**src/rtl/cpf_pkg.sv**
```systemverilog
package cpf_pkg;
  localparam int unsigned WORDW = 32;
  localparam int unsigned CNTW  = 8;

  typedef enum logic [1:0] {
    ST_IDLE,
    ST_LOAD,
    ST_XFER
  } cpf_state_e;

  // Entry count carried in a header word.
  function automatic logic [CNTW-1:0] hdr_count(input logic [WORDW-1:0] h);
    return h[23:16];
  endfunction

  // Header as written on save: reserved half cleared.
  function automatic logic [WORDW-1:0] hdr_clean(input logic [WORDW-1:0] h);
    return {h[31:16], 16'h0000};
  endfunction

  // Byte offset of slot k from the frame base.
  function automatic logic [CNTW+1:0] slot_offset(input logic [CNTW-1:0] k);
    return {k, 2'b00};
  endfunction

  // Slot following k: header jumps to n (save) or 1 (restore).
  function automatic logic [CNTW-1:0] slot_next(input logic save,
                                                input logic [CNTW-1:0] k,
                                                input logic [CNTW-1:0] n);
    if (k == '0) return save ? n : CNTW'(1);
    return save ? k - CNTW'(1) : k + CNTW'(1);
  endfunction

  // True when slot k is the final transfer of the frame.
  function automatic logic slot_last(input logic save,
                                     input logic [CNTW-1:0] k,
                                     input logic [CNTW-1:0] n);
    if (k == '0) return n == '0;
    return save ? (k == CNTW'(1)) : (k == n);
  endfunction
endpackage

```
**src/rtl/cpf_ctrl.sv**
```systemverilog
module cpf_ctrl
  import cpf_pkg::*;
(
  input  logic            clk,
  input  logic            rst_n,
  input  logic            cmd_valid,
  input  logic            cmd_save,
  input  logic            xfer_fire,
  input  logic [CNTW-1:0] hdr_n,
  output cpf_state_e      state,
  output logic            mode_save,
  output logic [CNTW-1:0] slot,
  output logic            accept,
  output logic            busy,
  output logic            done
);
  logic [CNTW-1:0] n_q;
  logic [CNTW-1:0] n_eff;
  logic            is_last;

  assign accept  = (state == ST_IDLE) && cmd_valid;
  assign busy    = (state != ST_IDLE);
  assign n_eff   = (slot == '0) ? hdr_n : n_q;
  assign is_last = slot_last(mode_save, slot, n_eff);

  always_ff @(posedge clk) begin
    if (!rst_n) begin
      state     <= ST_IDLE;
      mode_save <= 1'b0;
      slot      <= '0;
      n_q       <= '0;
      done      <= 1'b0;
    end else begin
      done <= 1'b0;
      unique case (state)
        ST_IDLE: if (cmd_valid) begin
          mode_save <= cmd_save;
          slot      <= '0;
          state     <= ST_LOAD;
        end
        ST_LOAD: state <= ST_XFER;
        ST_XFER: if (xfer_fire) begin
          if (slot == '0) n_q <= hdr_n;
          if (is_last) begin
            state <= ST_IDLE;
            done  <= 1'b1;
          end else begin
            slot  <= slot_next(mode_save, slot, n_eff);
            state <= ST_LOAD;
          end
        end
        default: state <= ST_IDLE;
      endcase
    end
  end

  a_r9_done_single: assert property (@(posedge clk) disable iff (!rst_n)
    done |=> !done);
  a_r9_busy_falls_with_done: assert property (@(posedge clk) disable iff (!rst_n)
    $fell(busy) |-> done);
  a_r10_mode_held: assert property (@(posedge clk) disable iff (!rst_n)
    (busy && cmd_valid) |=> $stable(mode_save));
  a_r6_zero_count_ends: assert property (@(posedge clk) disable iff (!rst_n)
    (xfer_fire && slot == '0 && hdr_n == '0) |=> (done && !busy));
endmodule

```
**src/rtl/cpf_datapath.sv**
```systemverilog
module cpf_datapath
  import cpf_pkg::*;
#(
  parameter int unsigned AW = 32
) (
  input  logic             clk,
  input  logic             rst_n,
  input  logic             accept,
  input  logic [AW-1:0]    cmd_ea,
  input  logic             load,
  input  logic             mode_save,
  input  logic [CNTW-1:0]  slot,
  input  logic [WORDW-1:0] cp_rdata,
  input  logic [WORDW-1:0] mem_rdata,
  input  logic             mem_req,
  output logic [AW-1:0]    mem_addr,
  output logic [WORDW-1:0] mem_wdata,
  output logic [CNTW-1:0]  hdr_n
);
  logic [AW-1:0]    base_q;
  logic [WORDW-1:0] wbuf_q;

  always_ff @(posedge clk) begin
    if (!rst_n) begin
      base_q <= '0;
      wbuf_q <= '0;
    end else begin
      if (accept) base_q <= cmd_ea;
      if (load && mode_save)
        wbuf_q <= (slot == '0) ? hdr_clean(cp_rdata) : cp_rdata;
    end
  end

  assign mem_addr  = base_q + AW'(slot_offset(slot));
  assign mem_wdata = wbuf_q;
  assign hdr_n     = mode_save ? hdr_count(wbuf_q) : hdr_count(mem_rdata);

  a_r3_reserved_zero: assert property (@(posedge clk) disable iff (!rst_n)
    (mem_req && mode_save && slot == '0) |-> (mem_wdata[15:0] == 16'h0000));
  a_r2_header_at_base: assert property (@(posedge clk) disable iff (!rst_n)
    (mem_req && slot == '0) |-> (mem_addr == base_q));
endmodule

```
**src/rtl/cpframe_seq.sv**
```systemverilog
module cpframe_seq
  import cpf_pkg::*;
#(
  parameter int unsigned AW = 32
) (
  input  logic             clk,
  input  logic             rst_n,
  input  logic             cmd_valid,
  input  logic             cmd_save,
  input  logic [AW-1:0]    cmd_ea,
  output logic             busy,
  output logic             done,
  output logic             mem_req,
  output logic             mem_we,
  output logic [AW-1:0]    mem_addr,
  output logic [WORDW-1:0] mem_wdata,
  input  logic [WORDW-1:0] mem_rdata,
  input  logic             mem_rdy,
  output logic [CNTW-1:0]  cp_idx,
  input  logic [WORDW-1:0] cp_rdata,
  output logic             cp_we,
  output logic [WORDW-1:0] cp_wdata
);
  cpf_state_e      state;
  logic            mode_save;
  logic [CNTW-1:0] slot;
  logic            accept;
  logic            xfer_fire;
  logic [CNTW-1:0] hdr_n;

  assign mem_req   = (state == ST_XFER);
  assign mem_we    = mode_save;
  assign xfer_fire = mem_req && mem_rdy;
  assign cp_idx    = slot;
  assign cp_we     = xfer_fire && !mode_save;
  assign cp_wdata  = mem_rdata;

  cpf_ctrl u_ctrl (
    .clk       (clk),
    .rst_n     (rst_n),
    .cmd_valid (cmd_valid),
    .cmd_save  (cmd_save),
    .xfer_fire (xfer_fire),
    .hdr_n     (hdr_n),
    .state     (state),
    .mode_save (mode_save),
    .slot      (slot),
    .accept    (accept),
    .busy      (busy),
    .done      (done)
  );

  cpf_datapath #(.AW(AW)) u_dp (
    .clk       (clk),
    .rst_n     (rst_n),
    .accept    (accept),
    .cmd_ea    (cmd_ea),
    .load      (state == ST_LOAD),
    .mode_save (mode_save),
    .slot      (slot),
    .cp_rdata  (cp_rdata),
    .mem_rdata (mem_rdata),
    .mem_req   (mem_req),
    .mem_addr  (mem_addr),
    .mem_wdata (mem_wdata),
    .hdr_n     (hdr_n)
  );

  a_r8_hold_on_stall: assert property (@(posedge clk) disable iff (!rst_n)
    (mem_req && !mem_rdy) |=> (mem_req && $stable(mem_we) && $stable(mem_addr) && $stable(mem_wdata)));
  a_r5_cp_write_on_read: assert property (@(posedge clk) disable iff (!rst_n)
    cp_we |-> (mem_req && !mem_we && mem_rdy));
  a_r1_idle_quiet: assert property (@(posedge clk) disable iff (!rst_n)
    !busy |-> (!mem_req && !cp_we));
endmodule

```
**config.mk**
```make
export PLATFORM = sky130hd
export DESIGN_NAME = cpframe_seq
export DESIGN_NICKNAME = d
export VERILOG_FILES = /design/src/rtl/cpf_pkg.sv /design/src/rtl/cpf_ctrl.sv /design/src/rtl/cpf_datapath.sv /design/src/rtl/cpframe_seq.sv
export SDC_FILE = /design/constraint.sdc
export NUM_CORES = 1
export LEC_CHECK = 0
export BUFFER_PORTS_ARGS = -buffer_cell sky130_fd_sc_hd__buf_2
export CAP_MARGIN = 10
export CORE_ASPECT_RATIO = 0.5
export CORE_MARGIN = 4
export CORE_UTILIZATION = 25
export CTS_BUF_LIST = sky130_fd_sc_hd__clkbuf_8
export DETAILED_ROUTE_END_ITERATION = 8
export PLACE_DENSITY_LB_ADDON = 0.05
export SLEW_MARGIN = 20
export SYNTH_ARGS = -nofsm -noshare
export SYNTH_HDL_FRONTEND = slang
export SYNTH_SLANG_ARGS = --single-unit
```
**constraint.sdc**
```tcl
create_clock -name clk -period 8.4 [get_ports clk]
set_input_delay 0 -clock clk [delete_from_list [all_inputs] [get_ports clk]]
set_output_delay 0 -clock clk [all_outputs]
set_load 0.01 [all_outputs]
```
== Yosys cells after proc, flatten, opt, wreduce, memory -nomap -nowiden ==
Cells that the tools add are included.

* Register bits after elaboration: 84
* RAM bits: 0
* Bits in read-only memories: 0
* Bits in latches: 0
* Word-level logic and storage cells: 56
* Memories: 0

* Reduce and logical (&&, ||, !) cells: 15
* Bitwise gates (word level): 0
* Equal/unequal tests: 7
* Shift-type cells: 0
* Divide/modulo/power cells: 0
* Multipliers: 0
* Magnitude comparators: 0
* $add $sub $neg: 3
* Muxes and demuxes: 24

{| class="wikitable"
|+ Operator list
! operator !! count
|-
| two-way mux 8 bit || 9
|-
| adder 32 x 10 -> 32 bit || 1
|-
| zero test 8 bit || 2
|-
| two-way mux 16 bit || 1
|-
| case mux 8 bit (2 select lines) || 1
|-
| two-way mux 1 bit || 10
|-
| adder 8 x 1 -> 8 bit (second input constant) || 1
|-
| equality test 8 x 1 -> 1 bit (second input constant) || 1
|-
| equality test 8 bit || 1
|-
| subtractor 8 x 1 -> 8 bit (second input constant) || 1
|-
| case mux 2 bit (3 select lines) || 1
|-
| AND reduction 2 bit || 3
|-
| logical AND 1 bit || 4
|-
| two-way mux 2 bit || 2
|-
| != test 2 bit (second input constant) || 2
|-
| AND reduction 4 bit || 1
|-
| nonzero test 2 bit || 2
|-
| AND reduction 3 bit || 1
|-
| equality test 2 x 1 -> 1 bit (second input constant) || 1
|-
| equality test 2 bit (second input constant) || 1
|-
| zero test 2 bit || 1
|-
| != test 2 x 1 -> 1 bit (second input constant) || 1
|-
| zero test 1 bit || 1
|}

== Logic depth before layout (Yosys ltp) ==
* Depth after elaboration: 13
* Depth in mapped cells: 12

== By module ==
From an unflattened synthesis, not the netlist that was laid out.

* Cells, all modules: 581
* Area total of the unflattened synthesis: 5107.4 um^2

{| class="wikitable"
|+ By module, submodules not included
! module !! area each (um^2) !! instances !! cells an instance
|-
| cpf_datapath || 3382.0 || 1 || 364
|-
| cpf_ctrl || 1448.9 || 1 || 181
|-
| cpframe_seq || 276.5 || 1 || 36
|}

== Worst setup path after synthesis ==
No wires, ideal clock.

* Kind: register to register
* Start point: register u_ctrl.slot[1]
* End point: register u_ctrl.slot[2]
* Data arrival time: 2.833 ns
* Buffers on the path: 2
* Cell stages (with the launch flop): 12
* Setup slack: 5.443 ns
* Setup time: 0.123 ns
* Cell sequence: dfxtp_1 > clkbuf_1 > inv_1 > ha_1 > or4b_4 > and2b_1 > buf_2 > mux2_2 > o221a_2 > and4_4 > o21a_4 > o2bb2ai_1

* Cells in the longest elaborated chain, start to end: 10

{| class="wikitable"
|+ Ends and longest elaborated chain
! element !! line !! source
|-
| start, declared || cpf_ctrl.sv:12 || <nowiki>output logic [CNTW-1:0] slot,</nowiki>
|-
| start signal, assigned || cpf_ctrl.sv:48 || <nowiki>slot <= slot_next(mode_save, slot, n_eff);</nowiki>
|-
| zero test 8 bit || cpf_pkg.sv:30, cpf_pkg.sv:38, cpf_ctrl.sv:23 ||
|-
| two-way mux 1 bit || cpf_pkg.sv:30, cpf_pkg.sv:38 ||
|-
| two-way mux 1 bit || cpf_ctrl.sv:44 || <nowiki>if (is_last) begin</nowiki>
|-
| two-way mux 1 bit || cpf_ctrl.sv:42 || <nowiki>ST_XFER: if (xfer_fire) begin</nowiki>
|-
| two-way mux 1 bit || cpf_ctrl.sv:35 || <nowiki>unique case (state)</nowiki>
|-
| two-way mux 1 bit || cpf_ctrl.sv:27 || <nowiki>if (!rst_n) begin</nowiki>
|-
| two-way mux 8 bit || cpf_pkg.sv:31 || <nowiki>return save ? k - CNTW'(1) : k + CNTW'(1);</nowiki>
|-
| two-way mux 8 bit || cpf_ctrl.sv:44 ||
|-
| two-way mux 8 bit || cpf_ctrl.sv:42 ||
|-
| case mux 8 bit (2 select lines) || cpf_ctrl.sv:35 ||
|}

Several ways; a longest one is shown, not always the timed one. The select of a mux whose other input is x is not followed.
A chain may end at the register's enable or synchronous reset.

== Final worst setup path ==
* Start point: register u_ctrl.slot[1]
* End point: output port mem_addr[30]

* Cells in the longest elaborated chain, start to end: 1

{| class="wikitable"
|+ Ends and longest elaborated chain
! element !! line !! source
|-
| adder 32 x 10 -> 32 bit || cpf_datapath.sv:34 || <nowiki>assign mem_addr = base_q + AW'(slot_offset(slot));</nowiki>
|-
| end, declared || cpframe_seq.sv:15 || <nowiki>output logic [AW-1:0] mem_addr,</nowiki>
|}

Every way passes these cells.

==> flow_summary.ini <==
[power]
p_per_area_mw_per_mm2 = 132
power.static_leakage_nw = 2.79
worst_ir_drop_vdd_v = 0.0000658

[status]
status = finished clean

[timing]
timing.final.setup_violations = 0
finalSetupTns_ns = 0
finalWorstSetupSlack_ns = 5.08
maxSlewViolCount = 0
fin_crit_sh = 0.396
clock-skew-final_ns = 0.0112
slew-limit-headroom = 0.404
period_minus_slack_ns = 3.32
finalHoldViolations = 0
grt_setup_unrepaired = false
max_freq_mhz = 301
slew_at_the_pin_closest_to_its_max_slew_limit_ns = 0.890

[synthesis]
synth_nets = 726
postSynthCellCount = 612
post_synthesis_compound_gate_area_fraction = 0.205
yosys.area_share.xor_xnor = 0.0555
synthMuxAreaShare = 0.0263
ys_types = 63
post_synth_edffs = 0
synth_adder_area_share = 0.0348
synthDominantAreaCellType = dfxtp_1
synth_area_per_cell_um2 = 8.00
warnings_synthesis = 0
synth_simple_gate_area_frac = 0.230
synth-seq-area-share = 0.344
synth_largest_type_area_fraction = 0.344
netlist_top_cells_area = dfxtp_1 34%, nand2_1 11%, a21boi_0 10%, buf_4 5.2%, xnor2_1 4.1%
synth_top_family_by_area = simple AND/OR/NAND/NOR gates
ys.flop_type = dfxtp_1
ffs_latches_synth = 84
asyncSetResetFlopFracSynth = 0
synth.cell_area_mm2 = 0.00489

[global_route]
grt_max_degree = 79
initial_antenna_violation_count = 0
grt_pass1_vias = 4579
overflow = 0
global_route.usage.met1 = 0.208
grt_first_pass_wirelength_um = 25600
grt_most_used_layer = met2
grt.met2_usage = 0.228
groute.layer.met3.usage = 0.0393
gr-usage-all-layers = 0.148

[finish]
seqCellArea_mm2 = 0.00168
n_antenna_cell = 0
multiInputGateArea_mm2 = 0.00270
stdcell_count = 1048
areaGrowthSynthToFinish_pct = 32.6
fill_cells = 2021
final_nets = 899
post_route_cells_drive_above_1_share = 0.252

[floorplanning]
ioPinCount = 210
fp.dieArea_mm2 = 0.0220
chipHeight_um = 107
placementRows = 35
core_mm2 = 0.0188
floorplan.die.width_um = 206
start_util = 0.260

[placement]
gp_routability_congestion = 0.794
dp.final_hpwl_um = 11800
port_buffers = 161
detailedPlace.worstSlack_ns = 5.25
placedCellCount = 966

[clock_network]
cts_clk_pin_slew_worst_paths_ns = 0.10
clock_tree.root_cell = clkbuf_8
bufs_on_longest_clock_path = 2
clock_insertion_delay_worst_skew_ns = 0.37
cts_buffers = 9
h_tree_depth = 3
numClockSinks = 84
tritoncts_clock_tree = built
postCtsSetupRepairBufs = 0

[detailed_routing]
route.detailed.wl_per_inst_um = 15.5
detail_route.wirelength_um = 16300
vias = 4663
avgViaCountPerCell = 4.45
drt_iter0_drc = 158
drt.antenna.violating_nets = 0
drt-pass1-iter-count = 4
post-route-drc-count = 0

[critical_path]
worstPathMaxFanout = 12
critPathCaptureType = primary output
critical_path.max_stage_delay_ns = 0.58
cp_data_arrival_time_ns = 3.32
cp.buffers_inverters = 3
crit_family = compound AO/OA/AOI/OAI gates
crit_path_cells = inv_1, fa_1, nor2b_1, o21ai_0, a21boi_0, o21ai_0, a211oi_1, buf_4, nor2b_1, xnor2_1, buf_2
start_kind = flip-flop
worst-setup-path-type = reg2out
worstPathRequired_ns = 8.40
critical_path_slowest_stage_cell = dfxtp_1

[job]
max-cap-violations = 0

[worst_hold_path]
hold_path_class = in2out
timing repair:
action / CTS / global route
hold endpoints to repair: 67 / 0
gates resized for setup: 0 / 0
hold buffers: 67 / 0
flip-flops by register name (all words and copies together), names as in the netlist:
register	count
u_ctrl.done	1
u_ctrl.mode_save	1
u_ctrl.state	2
u_dp.mem_wdata	32
u_ctrl.n_q	8
u_dp.base_q	32
u_ctrl.slot	8
through the flow:
step	power [mW]	instance area, um^2	utilization	hold slack [ns]
3_3_place_gp	0.571	5650	0.301	0.0000686
5_1_grt	0.908	6490	0.345	0.0000155
4_1_cts	0.877	6490	0.345	0.0000686
2_1_floorplan	0.526	4890	-	0.0918
6_report	0.855	6490	0.345	0.00000445
3_5_place_dp	0.571	5650	0.301	0.0000686
cells in the final DEF (no fill, tap or decap), types with 3 or more instances in the layout:
cell / instances
buf_4: 7
nand3_1: 29
nand2_1: 139
dlygate4sd3_1: 67
dfxtp_1: 84
ha_1: 12
nor4b_1: 3
o21ai_0: 7
buf_2: 161
nor2b_1: 7
o211a_1: 7
a21oi_1: 12
nor3_1: 10
xor2_1: 8
o2bb2ai_1: 5
and3_1: 8
mux2i_1: 8
and2_1: 5
a21boi_0: 67
nand4_1: 7
inv_1: 25
mux2_2: 3
o22ai_1: 5
a31oi_1: 6
xnor2_1: 23
clkbuf_8: 9
nor2_1: 17
where the power goes:
| part | switching, mW | internal, mW |
|---|---|---|
| clock network | 0.167 | 0.106 |
| registers | 0.0132 | 0.412 |
| logic | 0.0789 | 0.0779 |
layer usage:
metal,vias up,share of wire
li1,2398,-
met1,2139,0.49
met2,115,0.44
met3,11,0.057
met4,0,0.0084
met5,-,0
cell usage after synthesis (6+ instances only):
library cell / instances
nand2_1: 139
dfxtp_1: 84
a21boi_0: 67
buf_4: 34
nand3_1: 29
clkbuf_1: 28
inv_1: 24
xnor2_1: 23
nor2_1: 17
a21oi_1: 12
ha_1: 12
nor3_1: 10
and3_1: 8
mux2i_1: 8
xor2_1: 8
nand4_1: 7
nor2b_1: 7
o211a_1: 7
o21ai_0: 7
a31oi_1: 6
path summary, 6_finish.rpt:
check	start	endpoint	slack, ns	cells after the start
worst max-delay path	u_ctrl.slot[1]	mem_addr[30]	5.08	11
worst max register to register	u_ctrl.slot[1]	u_ctrl.slot[6]	5.24	9
worst min-delay path	mem_rdata[2]	cp_wdata[2]	0.000004	0
worst min register to register	u_dp.mem_wdata[9]	u_dp.mem_wdata[9]	0.47	2
logic make-up (layout without fill, tap and decap cells):
| kind of cell | after synthesis | in the layout |
|---|---|---|
| multiplexers | 12 | 12 |
| AO/OA/AOI/OAI | 134 | 134 |
| XOR/XNOR | 31 | 31 |
| flip-flops | 84 | 84 |
| buffers and inverters | 97 | 274 |
| adder cells (fa/ha/maj) | 13 | 13 |
| AND/OR/NAND/NOR | 241 | 241 |
area by class of cell:
cell class | instances | area share
clock buffer | 9 | 0.0191
clock inverter | 6 | 0.00636
inverter | 24 | 0.0139
multi-input combinational | 431 | 0.416
sequential | 84 | 0.259
tap | 259 | 0.0499
timing repair buffer | 235 | 0.236
(Power assumes the default switching activity.)
